### src/rtl/sysprot_pkg.sv
package sysprot_pkg;
  localparam int REG_W = 8;

  typedef enum logic [2:0] {
    A_FREEZE = 3'd0,
    A_CTRL   = 3'd1,
    A_VEC    = 3'd2,
    A_SVC    = 3'd3,
    A_STAT   = 3'd4
  } reg_addr_e;

  localparam logic [REG_W-1:0] KEY_ARM  = 8'h55;
  localparam logic [REG_W-1:0] KEY_FIRE = 8'hAA;

  // control register field positions
  localparam int C_WD_EN   = 7;
  localparam int C_WD_RST  = 6;
  localparam int C_WD_LONG = 5;
  localparam int C_WD_TLO  = 3;
  localparam int C_BM_EN   = 2;
  localparam int C_BM_TLO  = 0;

  // freeze and status bit positions
  localparam int F_WD   = 7;
  localparam int F_BM   = 6;
  localparam int S_HARD = 7;
  localparam int S_WDOG = 5;
endpackage

### src/rtl/wd_key_seq.sv
module wd_key_seq
  import sysprot_pkg::*;
(
  input  logic             clk,
  input  logic             rst,
  input  logic             svc_wr,
  input  logic [REG_W-1:0] svc_data,
  output logic             svc_done
);
  logic armed;

  assign svc_done = svc_wr && armed && (svc_data == KEY_FIRE);

  always_ff @(posedge clk) begin
    if (rst) begin
      armed <= 1'b0;
    end else if (svc_wr) begin
      armed <= (svc_data == KEY_ARM);
    end
  end
endmodule

### src/rtl/wd_core.sv
module wd_core #(
  parameter int SHORT_EXP = 9,
  parameter int LONG_EXP  = 18,
  localparam int CW       = LONG_EXP + 6
) (
  input  logic          clk,
  input  logic          rst,
  input  logic          en,
  input  logic          rst_mode,
  input  logic          long_rng,
  input  logic [1:0]    tsel,
  input  logic          hold,
  input  logic          service,
  output logic          rst_req,
  output logic          irq,
  output logic [CW-1:0] count
);
  logic [5:0]  expo;
  logic [CW:0] lim;
  logic        last;

  always_comb begin
    expo = (long_rng ? 6'(LONG_EXP) : 6'(SHORT_EXP)) + {3'b000, tsel, 1'b0};
    lim  = (CW+1)'(1) << expo;
    last = (count == (lim[CW-1:0] - CW'(1)));
  end

  always_ff @(posedge clk) begin
    if (rst) begin
      count   <= '0;
      irq     <= 1'b0;
      rst_req <= 1'b0;
    end else begin
      rst_req <= 1'b0;
      if (service) begin
        count <= '0;
        irq   <= 1'b0;
      end else if (!en) begin
        count <= '0;
      end else if (!hold) begin
        if (last) begin
          count <= '0;
          if (rst_mode) rst_req <= 1'b1;
          else          irq     <= 1'b1;
        end else begin
          count <= count + CW'(1);
        end
      end
    end
  end
endmodule

### src/rtl/bus_mon.sv
module bus_mon #(
  parameter int MAX_EXP = 10
) (
  input  logic       clk,
  input  logic       rst,
  input  logic       en,
  input  logic [1:0] tsel,
  input  logic       hold,
  input  logic       start,
  input  logic       ack,
  output logic       err
);
  localparam int CW = MAX_EXP;

  logic [CW-1:0] bcnt;
  logic [CW:0]   lim;
  logic          active;
  logic          last;

  always_comb begin
    lim  = (CW+1)'(1) << (MAX_EXP - int'(tsel));
    last = (bcnt == (lim[CW-1:0] - CW'(1)));
  end

  always_ff @(posedge clk) begin
    if (rst) begin
      bcnt   <= '0;
      active <= 1'b0;
      err    <= 1'b0;
    end else begin
      err <= 1'b0;
      if (start) begin
        active <= 1'b1;
        bcnt   <= '0;
      end else if (ack) begin
        active <= 1'b0;
      end else if (active && en && !hold) begin
        if (last) begin
          err    <= 1'b1;
          active <= 1'b0;
        end else begin
          bcnt <= bcnt + CW'(1);
        end
      end
    end
  end
endmodule

### src/rtl/sysprot_guard.sv
module sysprot_guard
  import sysprot_pkg::*;
#(
  parameter int WD_SHORT_EXP = 9,
  parameter int WD_LONG_EXP  = 18,
  parameter int BM_MAX_EXP   = 10
) (
  input  logic       clk,
  input  logic       rst,
  input  logic [2:0] reg_addr,
  input  logic       reg_wr,
  input  logic [7:0] reg_wdata,
  output logic [7:0] reg_rdata,
  input  logic       freeze_in,
  input  logic       bus_start,
  input  logic       bus_ack,
  output logic       wd_irq,
  output logic       wd_rst_req,
  output logic [7:0] wd_vector,
  output logic       bus_err
);
  localparam int WD_CW = WD_LONG_EXP + 6;

  logic [REG_W-1:0] ctrl_q;
  logic [REG_W-1:0] vec_q;
  logic             frz_wd, frz_bm;
  logic             hard_flag, wd_flag;
  logic             svc_done;
  logic             wd_en;
  logic [WD_CW-1:0] wd_count;

  wire wr_freeze = reg_wr && (reg_addr == A_FREEZE);
  wire wr_ctrl   = reg_wr && (reg_addr == A_CTRL);
  wire wr_vec    = reg_wr && (reg_addr == A_VEC);
  wire wr_svc    = reg_wr && (reg_addr == A_SVC);
  wire wr_stat   = reg_wr && (reg_addr == A_STAT);

  assign wd_en     = ctrl_q[C_WD_EN];
  assign wd_vector = vec_q;

  always_ff @(posedge clk) begin
    if (rst) begin
      ctrl_q    <= '0;
      vec_q     <= '0;
      frz_wd    <= 1'b0;
      frz_bm    <= 1'b0;
      hard_flag <= 1'b1;
      wd_flag   <= 1'b0;
    end else begin
      if (wr_ctrl) ctrl_q <= reg_wdata;
      if (wr_vec)  vec_q  <= reg_wdata;
      if (wr_freeze) begin
        frz_wd <= reg_wdata[F_WD];
        frz_bm <= reg_wdata[F_BM];
      end
      if (wr_stat && reg_wdata[S_HARD]) hard_flag <= 1'b0;
      if (wd_rst_req)                   wd_flag   <= 1'b1;
      else if (wr_stat && reg_wdata[S_WDOG]) wd_flag <= 1'b0;
    end
  end

  always_ff @(posedge clk) begin
    if (rst) begin
      reg_rdata <= '0;
    end else begin
      unique case (reg_addr)
        A_FREEZE: reg_rdata <= {frz_wd, frz_bm, 6'b0};
        A_CTRL:   reg_rdata <= ctrl_q;
        A_VEC:    reg_rdata <= vec_q;
        A_STAT:   reg_rdata <= {hard_flag, 1'b0, wd_flag, 5'b0};
        default:  reg_rdata <= '0;
      endcase
    end
  end

  wd_key_seq u_key (
    .clk      (clk),
    .rst      (rst),
    .svc_wr   (wr_svc),
    .svc_data (reg_wdata),
    .svc_done (svc_done)
  );

  wd_core #(
    .SHORT_EXP (WD_SHORT_EXP),
    .LONG_EXP  (WD_LONG_EXP)
  ) u_wd (
    .clk      (clk),
    .rst      (rst),
    .en       (wd_en),
    .rst_mode (ctrl_q[C_WD_RST]),
    .long_rng (ctrl_q[C_WD_LONG]),
    .tsel     (ctrl_q[C_WD_TLO +: 2]),
    .hold     (freeze_in && frz_wd),
    .service  (svc_done),
    .rst_req  (wd_rst_req),
    .irq      (wd_irq),
    .count    (wd_count)
  );

  bus_mon #(
    .MAX_EXP (BM_MAX_EXP)
  ) u_bm (
    .clk   (clk),
    .rst   (rst),
    .en    (ctrl_q[C_BM_EN]),
    .tsel  (ctrl_q[C_BM_TLO +: 2]),
    .hold  (freeze_in && frz_bm),
    .start (bus_start),
    .ack   (bus_ack),
    .err   (bus_err)
  );
endmodule

### config.mk
export PLATFORM = sky130hd
export DESIGN_NAME = sysprot_guard
export DESIGN_NICKNAME = d
export VERILOG_FILES = /design/src/rtl/sysprot_pkg.sv /design/src/rtl/wd_key_seq.sv /design/src/rtl/wd_core.sv /design/src/rtl/bus_mon.sv /design/src/rtl/sysprot_guard.sv
export SDC_FILE = /design/constraint.sdc
export NUM_CORES = 1
export LEC_CHECK = 0
export ABC_AREA = 1
export BUFFER_PORTS_ARGS = -buffer_cell sky130_fd_sc_hd__buf_2
export CAP_MARGIN = 10
export CORE_ASPECT_RATIO = 0.5
export CORE_UTILIZATION = 55
export CTS_CLUSTER_DIAMETER = 80
export CTS_CLUSTER_SIZE = 16
export DETAILED_ROUTE_END_ITERATION = 7
export PLACE_DENSITY = 0.75
export SYNTH_ARGS = -nofsm -noshare
export SYNTH_HDL_FRONTEND = slang
export SYNTH_SLANG_ARGS = --single-unit
### constraint.sdc
create_clock -name clk -period 3.1 [get_ports clk]
set_input_delay 0.31 -clock clk [delete_from_list [all_inputs] [get_ports clk]]
set_output_delay 0.31 -clock clk [all_outputs]
set_load 0.1 [all_outputs]
* Word-level counts from Yosys, hierarchy flattened
Cells that the tools add are included.
Storage, ports and cells: bits in registers 67, input bits 17, output and inout bits 19
Cells by class: add/subtract/negate cells 6, eq/ne operators 8, shift-type cells 2, mux-type cells 11, bitwise logic cells 7, reductions and logical operators 26
Operator list (count):
- $pmux 8 s4 | 1
- $shl 1x32->10 const A | 1
- $add 24x1->24 const B | 1
- $eq 24x24->1 | 1
- $mux 24 | 1
- $shl 1x6->24 const A | 1
- $sub 24x1->24 const B | 1
- $logic_and 1x1->1 | 13
- $add 10x1->10 const B | 1
- $eq 10x10->1 | 1
- $sub 10x1->10 const B | 1
- $eq 8x7->1 const B | 1
- $eq 8x8->1 const B | 1
- $mux 1 | 8
- $not 1->1 | 7
- $add 6x3->6 | 1
- $eq 3x2->1 const B | 2
- $reduce_bool 3->1 | 2
- $mux 5 | 1
- $reduce_or 5->1 | 1
- $sub 4x2->5 const A | 1
- $reduce_and 4->1 | 1
- $reduce_or 2->1 | 2
- $reduce_or 4->1 | 1
- other kinds (8) | 8

* Depth between registers and ports, before layout
Gate-level depths: netlist (run 1).
depth after elaboration 8, mapped depth 21, depth with buffers taken out 19

* Hierarchy
A second synthesis (run 1) with hierarchy kept.
Unflattened totals: cells, all modules 732, area, all modules 4536.9 um^2
Modules (own cells, without submodules):
- wd_core | instances 1, cells an instance 423, area each 2479.9 um^2
- sysprot_guard | instances 1, cells an instance 174, area each 1194.9 um^2
- bus_mon | instances 1, cells an instance 115, area each 758.2 um^2
- wd_key_seq | instances 1, cells an instance 20, area each 103.8 um^2

* Worst setup path after synthesis (run 1)
Ideal clock, no wire load.
path type reg2reg, from register ctrl_q[5], to register u_wd.count[5], library setup time 119 ps, data arrival time 2187 ps, data required time 2981 ps, setup slack 794 ps, cell stages (with the launch flop) 19, period minus slack after synthesis 2306 ps, cell sequence dfxtp_1 buf_4 nand2_1 inv_1 ha_1 nor2_2 nand2_1 nand2_2 nor2_8 nand2_2 xor2_1 nand2_1 nor2_1 nand2_1 nor2_2 nand2_1 nand2_4 buf_8 nor2_2
Between the ends: word-level cells in the longest chain between the ends 6
RTL lines:
- from (decl) | line sysprot_guard.sv:24 | logic [REG_W-1:0] ctrl_q;
- from (signal assigned) | line sysprot_guard.sv:50 | if (wr_ctrl) ctrl_q <= reg_wdata;
- $mux 5 | line wd_core.sv:23 | expo = (long_rng ? 6'(LONG_EXP) : 6'(SHORT_EXP)) + {3'b000, tsel, 1'b0};
- $add 6x3->6 | line wd_core.sv:23
- $shl 1x6->24 | line wd_core.sv:24 | lim = (CW+1)'(1) << expo;
- $sub 24x1->24 | line wd_core.sv:25 | last = (count == (lim[CW-1:0] - CW'(1)));
- $eq 24x24->1 | line wd_core.sv:25
- $mux 24 | line wd_core.sv:41 | if (last) begin
- to (signal assigned) | line wd_core.sv:46 | count <= count + CW'(1);
- to (decl) | line wd_core.sv:16 | output logic [CW-1:0] count
No other way between the ends. A chain may end at the register's enable or synchronous reset.

* Worst setup path after layout (run 1)
from register ctrl_q[5], to register u_wd.count[18]
Same word-level chain as after synthesis.

==> impl_metrics.env, run 1 <==
export IMPL_status="complete, no violations"
export IMPL_r2r_slack_ns=0.38
export IMPL_antenna_cells=0
export IMPL_post_cts_resized=0
export IMPL_clock_root_buffer="clkbuf_16"
export IMPL_wl_per_cell_um=12.4
export IMPL_globalRouteOverflowTotal=0
export IMPL_die_area_um2=6880
export IMPL_synth_async_sr_flop_share=0
export IMPL_slew_headroom=0.512
export IMPL_core_area_um2=6180
export IMPL_critPathKind="reg -> reg"
export IMPL_yosys_warnings=0
export IMPL_final_cells=658
export IMPL_worstPathRequired_ns=3.31
export IMPL_setup_violations=0
export IMPL_cts_setup_buffers=0
export IMPL_cellPowerDensity_nw_per_um2=517
export IMPL_period_share=0.876
export IMPL_tns_ns=0
export IMPL_hold_path_class="in -> reg"
export IMPL_peakVddDrop_uv=349
export IMPL_worstHoldEndpoint="u_bm.err"
export IMPL_dpl_cell_count=642
export IMPL_leakagePower_nw=1.70
export IMPL_grt_pass1_vias=2963
export IMPL_synth_top_family_by_area="simple AND/OR/NAND/NOR gates"
export IMPL_crit_chain="nand2_1, inv_1, ha_1, nor2_2, nand2_1, nand2_2, nor2_8, nand2_1, nand3_1, nand3_1, nand2_1, inv_1, nand2_1, nor2_2, nand2_1, nand2_4, nor2_1"
export IMPL_clockBufferDepth=2
export IMPL_cp_num_buf_inv=2
export IMPL_synth_net_count=546
export IMPL_io_buffers=35
export IMPL_synth_compound_area_frac=0.118
export IMPL_grt_max_degree=24
export IMPL_clk_latency_ns=0.34
export IMPL_tightest_slew_ns=0.729
export IMPL_die_x_um=116
export IMPL_final_common_cell="nand2_1"
export IMPL_synth_flop_cell="dfxtp_1"
export IMPL_gp_congestion=0.926
export IMPL_dr_pass1_iters=4
export IMPL_synth_seq_area_share=0.373
export IMPL_worstSetupEndpointType="register"
export IMPL_num_io_pins=36
export IMPL_hold_depth=2
export IMPL_rows=20
export IMPL_crit_top_cell="nand2_1"
export IMPL_final_cell_mix="105 x nand2_1, 74 x nor2_1, 67 x inv_1, 67 x dfxtp_1, 40 x nand3_1"
export IMPL_synth_cells=524
export IMPL_initial_core_util=0.581
export IMPL_yosys_area_share_simple=0.349
export IMPL_area_growth_pct=16.2
export IMPL_antenna_found_initial=0
export IMPL_holdWs_ns=0.182
export IMPL_wl_um=8130
export IMPL_dp_final_hpwl_um=6120
export IMPL_yosys_area_share_adder=0.0174
export IMPL_synthMuxAreaShare=0
export IMPL_r2r_end="u_wd.count[18]"
export IMPL_netlist_cell_type_count=43
export IMPL_vias_per_cell=5.17
export IMPL_tritoncts="built"
export IMPL_report_final_slew_viol_count=0
export IMPL_holdBufCountCts=0
export IMPL_drive_gt1_frac=0.153
export IMPL_cts_buffers_inserted=9
export IMPL_ys_ff_latch=67
export IMPL_syn_area_um2=3590
export IMPL_cts_sinks=67
export IMPL_final_setup_skew_ns=0.00470
export IMPL_max_freq_mhz=368
export IMPL_slowest_delay_ns=0.50
export IMPL_cp_arrival_ns=2.93
export IMPL_reg2reg_from="ctrl_q[5]"
export IMPL_drv_cap=0
export IMPL_hold_violations=0
export IMPL_crit_start="ctrl_q[5]"
export IMPL_rr_worst_depth=17
export IMPL_synthXorXnorAreaFrac=0.0512
export IMPL_synth_edf_count=0
export IMPL_ant_nets=0
export IMPL_crit_family="simple AND/OR/NAND/NOR gates"
export IMPL_rsz0062_at_grt="no"
export IMPL_startpoint_type="register"
export IMPL_synth_avg_cell_area_um2=6.86
export IMPL_cp_max_fo=23
export IMPL_num_vias=3401
export IMPL_clk_pin_slew_ns=0.06
export IMPL_drc=0
export IMPL_h_tree_depth=3
export IMPL_grt_pass1_wl_um=13600
export IMPL_track_usage=0.261
export IMPL_dieHeight_um=59.1
export IMPL_cpMaxStageDelayCell="dfxtp_1"
export IMPL_drt_initial_drc_count=190
export IMPL_fin_nets=587
export IMPL_timing_final_crit_period_ns=2.72
export IMPL_worstHoldStart="bus_ack"
## layout make-up
class | count | area, um^2
clock buffers | 11 | 243
flip-flops and latches | 67 | 1340
fillers | 547 | 2010
clock inverters | 5 | 85.1
well taps | 88 | 110
inverters | 70 | 265
multi-input cells | 378 | 1920
repair buffers | 39 | 205
## worst max path at each step
stage	end	slack [ns]	cells past startpoint
floorplan	u_wd.count[5]	0.79	18
global placement	u_wd.count[10]	0.51	16
detailed placement	u_wd.count[20]	0.41	16
CTS	u_wd.count[23]	0.39	16
global route	u_wd.count[17]	0.04	16
finish	u_wd.count[18]	0.38	17
## worst register-to-register path: stages (launching register included)
cell	delay [ns]
dfxtp_1	0.50
nand2_1	0.09
inv_1	0.08
ha_1	0.27
nor2_2	0.22
nand2_1	0.15
nand2_2	0.15
nor2_8	0.07
nand2_1	0.08
nand3_1	0.10
nand3_1	0.09
nand2_1	0.05
inv_1	0.07
nand2_1	0.09
nor2_2	0.15
nand2_1	0.10
nand2_4	0.26
nor2_1	0.09
## flip-flops by register name (all words and copies together), names as in the netlist
register / count
u_wd.count: 24
u_bm.bcnt: 10
ctrl_q: 8
reg_rdata: 8
wd_vector: 8
frz_bm: 1
frz_wd: 1
hard_flag: 1
u_bm.active: 1
u_bm.err: 1
u_key.armed: 1
u_wd.irq: 1
u_wd.rst_req: 1
wd_flag: 1
## power breakdown
| group | internal [mW] | switching [mW] | total (mW) |
|---|---|---|---|
| combinational | 0.0482 | 0.121 | 0.170 |
| sequential | 0.872 | 0.00846 | 0.881 |
| clock | 0.730 | 0.378 | 1.11 |
| total | 1.65 | 0.508 | 2.16 |
## routing by layer
layer,vias to the layer above,track usage,routed length [um]
met3,13,0.0828,603
met1,1509,0.351,3890
li1,1772,-,-
met4,0,0.0842,121
met2,107,0.400,3520
met5,-,0,0
## kinds of logic after synthesis
group | after synthesis
xor+xnor | 21
simple gates | 274
flops | 67
fa+ha+maj | 5
buf+inv | 79
compound gates | 78
## cells in the mapped netlist, types with 2 or more instances
| library cell | count | share of area |
|---|---|---|
| a211oi_1 | 2 | 0.0042 |
| a21oi_1 | 28 | 0.039 |
| a31oi_1 | 3 | 0.0052 |
| buf_4 | 2 | 0.0042 |
| clkbuf_1 | 3 | 0.0031 |
| dfxtp_1 | 67 | 0.37 |
| ha_1 | 5 | 0.017 |
| inv_1 | 67 | 0.070 |
| inv_2 | 2 | 0.0021 |
| nand2_1 | 105 | 0.11 |
| nand2_2 | 4 | 0.0070 |
| nand3_1 | 40 | 0.056 |
| nand3_2 | 2 | 0.0056 |
| nand3b_1 | 2 | 0.0042 |
| nand4_1 | 11 | 0.019 |
| nor2_1 | 74 | 0.077 |
| nor2_2 | 19 | 0.033 |
| nor3_1 | 5 | 0.0070 |
| nor4_1 | 3 | 0.0052 |
| o211ai_1 | 3 | 0.0063 |
| o21ai_0 | 34 | 0.047 |
| o21bai_1 | 2 | 0.0042 |
| or2_2 | 2 | 0.0035 |
| xnor2_1 | 5 | 0.012 |
| xor2_1 | 16 | 0.039 |
## through the flow
stage / setup WS, ns / total power [mW] / instance area [um^2] / utilization
final: 0.384 / 2.16 / 4170 / 0.675
after detailed placement: 0.406 / 1.07 / 3850 / 0.622
after floorplan: 0.794 / 1.02 / 3590 / -
after CTS: 0.387 / 2.18 / 4170 / 0.675
after global routing: 0.0365 / 2.24 / 4170 / 0.675
after global placement: 0.506 / 1.07 / 3850 / 0.622
Note: power is estimated with default switching activity, not from simulation.
==> inputs of run 2 (changes only) <==
Settings changed: PLACE_DENSITY 0.75 to 0.74, SYNTH_HIERARCHICAL set to 1.
==> impl_metrics.env, run 2 <==
export IMPL_dpl_cell_count=868
export IMPL_yosys_area_share_simple=0.488
export IMPL_synth_avg_cell_area_um2=6.20
export IMPL_synth_seq_area_share=0.296
export IMPL_drive_gt1_frac=0.148
export IMPL_synth_edf_count=0
export IMPL_period_share=0.877
export IMPL_dr_wl_met3_um=649
export IMPL_nFillCells=726
export IMPL_yosys_warnings=6
export IMPL_globalRouteOverflowTotal=0
export IMPL_setup_violations=0
export IMPL_yosys_area_share_adder=0.0138
export IMPL_yosys_area_top_type="dfxtp_1"
export IMPL_leakagePower_nw=2.27
export IMPL_p_clk_frac=0.482
export IMPL_clk_pin_slew_ns=0.06
export IMPL_die_x_um=130
export IMPL_synth_async_sr_flop_share=0
export IMPL_p_comb_frac=0.104
export IMPL_track_usage=0.283
export IMPL_worstSetupEndpointType="register"
export IMPL_timing_final_crit_period_ns=2.72
export IMPL_cp_arrival_ns=2.94
export IMPL_initial_core_util=0.593
export IMPL_dr_pass1_iters=5
export IMPL_final_setup_skew_ns=0.00803
export IMPL_critPathKind="reg -> reg"
export IMPL_dp_final_hpwl_um=8690
export IMPL_synthMuxAreaShare=0
export IMPL_post_synth_top_count_cell="nand2_1"
export IMPL_report_final_slew_viol_count=0
export IMPL_final_common_cell="nand2_1"
export IMPL_h_tree_depth=3
export IMPL_clockBufferDepth=2
export IMPL_synth_flop_cell="dfxtp_1"
export IMPL_die_area_um2=8640
export IMPL_ant_nets=0
export IMPL_cellPowerDensity_nw_per_um2=417
export IMPL_cts_buffers_inserted=9
export IMPL_grt_pass1_wl_um=18900
export IMPL_synthTopCellsByCount="210 x nand2_1, 105 x nor2_1, 97 x inv_1"
export IMPL_slew_headroom=0.467
export IMPL_status="complete, no violations"
export IMPL_cp_max_fo=19
export IMPL_gp_congestion=0.963
export IMPL_multi_input_area_um2=2720
export IMPL_synthXorXnorAreaFrac=0.0436
export IMPL_startpoint_type="register"
export IMPL_wl_um=11100
export IMPL_r2r_slack_ns=0.38
export IMPL_rr_worst_depth=18
export IMPL_hold_violations=0
export IMPL_worstHoldEndpoint="u_bm/err"
export IMPL_synth_cells=732
export IMPL_seq_power_share=0.414
export IMPL_synth_compound_area_frac=0.0510
export IMPL_num_vias=4532
export IMPL_hold_depth=2
export IMPL_power_switching_mw=0.553
export IMPL_largest_reg_flops=24
export IMPL_power_mw=2.13
export IMPL_rsz0062_at_grt="no"
export IMPL_r2r_end="u_wd/count[10]"
export IMPL_area_growth_pct=12.4
export IMPL_max_freq_mhz=368
export IMPL_wl_met1_um=5140
export IMPL_grt_max_degree=20
export IMPL_tightest_slew_ns=0.794
export IMPL_tritoncts="built"
export IMPL_vias_per_cell=5.13
export IMPL_syn_area_um2=4540
export IMPL_top_layer_used="met4"
export IMPL_netlist_cell_type_count=38
export IMPL_synth_top_family_by_area="simple AND/OR/NAND/NOR gates"
export IMPL_io_buffers=35
export IMPL_met2_length_um=5080
export IMPL_rows=22
export IMPL_hold_path_class="in -> reg"
export IMPL_antenna_found_initial=0
export IMPL_worstHoldStart="bus_ack"
export IMPL_grt_pass1_vias=4084
export IMPL_synth_area_leaders="dfxtp_1 30%, nand2_1 17%, nor2_1 8.7%"
export IMPL_num_io_pins=36
export IMPL_ys_ff_latch=67
export IMPL_regArea_um2=1340
export IMPL_reg2reg_from="ctrl_q[4]"
export IMPL_cts_setup_buffers=0
export IMPL_wl_per_cell_um=12.5
export IMPL_drt_initial_drc_count=285
export IMPL_worstPathRequired_ns=3.32
export IMPL_switching_share=0.260
export IMPL_final_cell_mix="210 x nand2_1, 105 x nor2_1, 97 x inv_1, 77 x nand3_1, 67 x dfxtp_1"
export IMPL_tns_ns=0
export IMPL_antenna_cells=0
export IMPL_reg_top3="u_wd/count (24), u_bm/bcnt (10)"
export IMPL_p_int_mw=1.58
export IMPL_max_flop_register="u_wd/count"
export IMPL_dieHeight_um=66.2
export IMPL_final_cells=883
export IMPL_synth_net_count=754
export IMPL_peakVddDrop_uv=267
export IMPL_drc=0
export IMPL_clock_root_buffer="clkbuf_16"
export IMPL_clk_latency_ns=0.33
export IMPL_core_area_um2=7650
export IMPL_fin_nets=793
export IMPL_drv_cap=0
export IMPL_cts_sinks=67
export IMPL_netlist_area_leader_share=0.296
## run 2: cell count changes in the layout (fill, tap and decap cells not counted), sizes merged, moves of 4 or more
| cell | change |
|---|---|
| nand3b | +5 |
| nand2 | +112 |
| o21ai | -20 |
| xor2 | +4 |
| a21oi | -7 |
| nand4 | +7 |
| nor2 | +42 |
| nor3 | +6 |
| inv | +34 |
| xnor2 | -5 |
| nand3 | +39 |
## run 2: cell families after synthesis
family,after synthesis
DFF,67
xor gates and xnor gates,21
adders and majority gates,5
and+or+nand+nor,480
AOI/OAI and AO/OA,41
other,1
buffers and inverters,117
## run 2: layout make-up
cell class | count | share of cell area
Sequential cell | 67 | 0.263
Tap cell | 108 | 0.0265
Clock inverter | 5 | 0.0120
Clock buffer | 10 | 0.0469
Timing Repair Buffer | 39 | 0.0402
Inverter | 106 | 0.0785
Multi-Input combinational cell | 548 | 0.533
## run 2: worst max path at each step
stage                         start             end  slack (ns)
after floorplan           ctrl_q[5]  u_wd/count[19]        0.34
after global placement    ctrl_q[4]  u_wd/count[14]        0.46
after detailed placement  ctrl_q[4]  u_wd/count[10]        0.35
after CTS                 ctrl_q[4]  u_wd/count[10]        0.32
after global routing      ctrl_q[3]   u_wd/count[9]        0.03
final                     ctrl_q[4]  u_wd/count[10]        0.38
## run 2: power by group through the flow
| stage | sequential (mW) | clock, mW | combinational (mW) |
|---|---|---|---|
| floorplan | 0.932 | 0 | 0.133 |
| global placement | 0.899 | 0 | 0.219 |
| detailed placement | 0.899 | 0 | 0.220 |
| CTS | 0.880 | 1.05 | 0.221 |
| global route | 0.882 | 1.08 | 0.249 |
| finish | 0.881 | 1.03 | 0.222 |
## run 2: metal layers
layer | GRT usage | vias to the layer above
li1 | - | 2370
met1 | 0.354 | 2028
met2 | 0.476 | 116
met3 | 0.0752 | 18
met4 | 0.0905 | 0
met5 | 0 | -
## run 2: through the flow
stage | setup WS (ns) | util | hold slack, ns | instance area [um^2]
floorplan | 0.343 | - | 0.381 | 4540
global placement | 0.465 | 0.626 | 0.436 | 4790
detailed placement | 0.352 | 0.626 | 0.446 | 4790
CTS | 0.317 | 0.665 | 0.178 | 5090
global route | 0.0295 | 0.666 | 0.191 | 5100
finish | 0.380 | 0.666 | 0.190 | 5100
## run 2: what timing repair did
| item | CTS | global route |
|---|---|---|
| gates resized for setup | 0 | 1 |
| hold buffers | 0 | 0 |
| setup endpoints to repair | 0 | 16 |
## run 2: critical path, stage by stage, from the launching register on
cell and delay, ns:
dfxtp_1 0.45, ha_1 0.21, nand3_1 0.14, inv_1 0.10, nand2_1 0.09, ha_1 0.30, nor2_1 0.04, nor2_1 0.10
nand4_1 0.09, nor2_1 0.15, nand3_1 0.09, nor2_1 0.09, nand2_1 0.05, nor2_1 0.08, nand2_1 0.06, nor2_2 0.14
nand3_4 0.15, nand2_8 0.18, nor2_1 0.06
==> inputs of run 3 (changes only) <==
Settings changed: CORE_MARGIN set to 1, GPL_TIMING_DRIVEN set to 0, SLEW_MARGIN set to 30.
==> impl_metrics.env, run 3 (synthesis gave the netlist of run 2 again) <==
export IMPL_status="complete, no violations"
export IMPL_power_switching_mw=0.546
export IMPL_critPathKind="reg -> reg"
export IMPL_holdWs_ns=0.189
export IMPL_ant_nets=0
export IMPL_p_int_mw=1.66
export IMPL_grt_pass1_vias=4199
export IMPL_postLayoutCoreUtil=0.705
export IMPL_reg_top3="u_wd/count (24), u_bm/bcnt (10)"
export IMPL_cts_buffers_inserted=9
export IMPL_regArea_um2=1350
export IMPL_timing_final_crit_period_ns=2.99
export IMPL_cellPowerDensity_nw_per_um2=408
export IMPL_holdBufCountCts=0
export IMPL_track_usage=0.291
export IMPL_final_cells=901
export IMPL_num_vias=4693
export IMPL_globalRouteOverflowTotal=0
export IMPL_startpoint_type="register"
export IMPL_drive_gt1_frac=0.185
export IMPL_placed_area_um2=4840
export IMPL_antenna_found_initial=0
export IMPL_p_comb_frac=0.106
export IMPL_clk_pin_slew_ns=0.06
export IMPL_largest_reg_flops=24
export IMPL_final_setup_skew_ns=0.0110
export IMPL_fin_area_um2=5400
export IMPL_crit_top_cell="nor2_1"
export IMPL_rows=22
export IMPL_final_cell_mix="208 x nand2_1, 98 x nor2_1, 95 x inv_1, 76 x nand3_1, 64 x dfxtp_1"
export IMPL_seq_power_share=0.400
export IMPL_hold_depth=2
export IMPL_wl_per_cell_um=13.5
export IMPL_die_x_um=130
export IMPL_num_io_pins=36
export IMPL_pre_cts_slack_ns=-0.275
export IMPL_tritoncts="built"
export IMPL_max_freq_mhz=334
export IMPL_vias_per_cell=5.21
export IMPL_setup_ws_ns=0.108
export IMPL_wl_um=12200
export IMPL_dp_final_hpwl_um=8860
export IMPL_cp_arrival_ns=3.20
export IMPL_tightest_slew_ns=0.749
export IMPL_slew_headroom=0.500
export IMPL_final_common_cell="nand2_1"
export IMPL_setup_violations=0
export IMPL_core_area_um2=7650
export IMPL_slowest_delay_ns=0.37
export IMPL_grt_pass1_wl_um=19300
export IMPL_gp_congestion=0.940
export IMPL_period_share=0.965
export IMPL_crit_start="ctrl_q[5]"
export IMPL_hold_violations=0
export IMPL_clock_root_buffer="clkbuf_16"
export IMPL_dpl_cell_count=874
export IMPL_clk_latency_ns=0.34
export IMPL_worstPathRequired_ns=3.31
export IMPL_area_growth_pct=19.0
export IMPL_io_buffers=34
export IMPL_clockBufferDepth=2
export IMPL_worstHoldStart="bus_ack"
export IMPL_max_flop_register="u_wd/count"
export IMPL_report_final_slew_viol_count=0
export IMPL_rsz0062_at_grt="yes"
export IMPL_fin_nets=811
export IMPL_die_area_um2=8640
export IMPL_tns_ns=0
export IMPL_nFillCells=706
export IMPL_drt_initial_drc_count=471
export IMPL_rr_worst_depth=22
export IMPL_hold_path_class="in -> reg"
export IMPL_initial_core_util=0.593
export IMPL_cp_max_fo=8
export IMPL_cts_sinks=67
export IMPL_drv_cap=0
export IMPL_drc=0
export IMPL_worstSetupEndpointType="register"
export IMPL_p_clk_frac=0.494
export IMPL_multi_input_area_um2=2870
export IMPL_leakagePower_nw=2.37
export IMPL_dieHeight_um=66.2
export IMPL_antenna_cells=0
export IMPL_power_mw=2.20
export IMPL_reg2reg_from="ctrl_q[5]"
export IMPL_dr_pass1_iters=6
export IMPL_crit_chain="buf_8, nand2_4, inv_4, ha_4, buf_6, nand3_4, inv_4, nand2_4, ha_4, nor2_1, nor2_1, nand4_1, nor2_2, nand3_1, nor2_1, nand2_1, nor2_1, nand2_1, nor2_4, nand3_4, nand2_8, nor2_1"
export IMPL_cpMaxStageDelayCell="dfxtp_4"
export IMPL_peakVddDrop_uv=345
export IMPL_grt_max_degree=20
export IMPL_h_tree_depth=3
export IMPL_switching_share=0.248
run 3: final timing paths:
path                         end  slack [ns]
setup / recovery  u_wd/count[14]        0.11
hold / removal          u_bm/err        0.19
setup reg to reg  u_wd/count[14]        0.11
hold reg to reg          wd_flag        0.45
run 3: worst max-delay path: cells and delay by family (launching register included):
family | cells | cell delay, ns
AND/OR/NAND/NOR | 16 | 1.75
adder cells (fa/ha/maj) | 2 | 0.38
buffers and inverters | 4 | 0.34
flip-flops | 1 | 0.37
run 3: cell type report:
type	count	area share
multi-input combinational	551	0.531
sequential	67	0.250
tap	108	0.0250
inverter	106	0.0751
buffer	10	0.0141
timing repair buffer	44	0.0454
clock buffer	11	0.0450
clock inverter	4	0.0139
run 3: what timing repair did:
action,in CTS,in global routing
endpoints found under the setup margin,22,25
cloned,0,3
setup buffers,0,10
pin swaps,0,18
gates resized for setup,6,30
run 3: power groups by stage:
stage / registers (mW) / clock network [mW] / logic, mW
2_1_floorplan: 0.932 / 0 / 0.133
3_3_place_gp: 0.901 / 0 / 0.221
3_5_place_dp: 0.901 / 0 / 0.223
4_1_cts: 0.883 / 1.11 / 0.224
5_1_grt: 0.884 / 1.14 / 0.260
6_report: 0.882 / 1.09 / 0.233
run 3: metal layers:
layer	GRT usage	wire length (um)	vias up
li1	-	-	2423
met1	0.365	5720	2126
met2	0.502	5610	125
met3	0.0704	690	19
met4	0.0790	150	0
met5	0	0	-
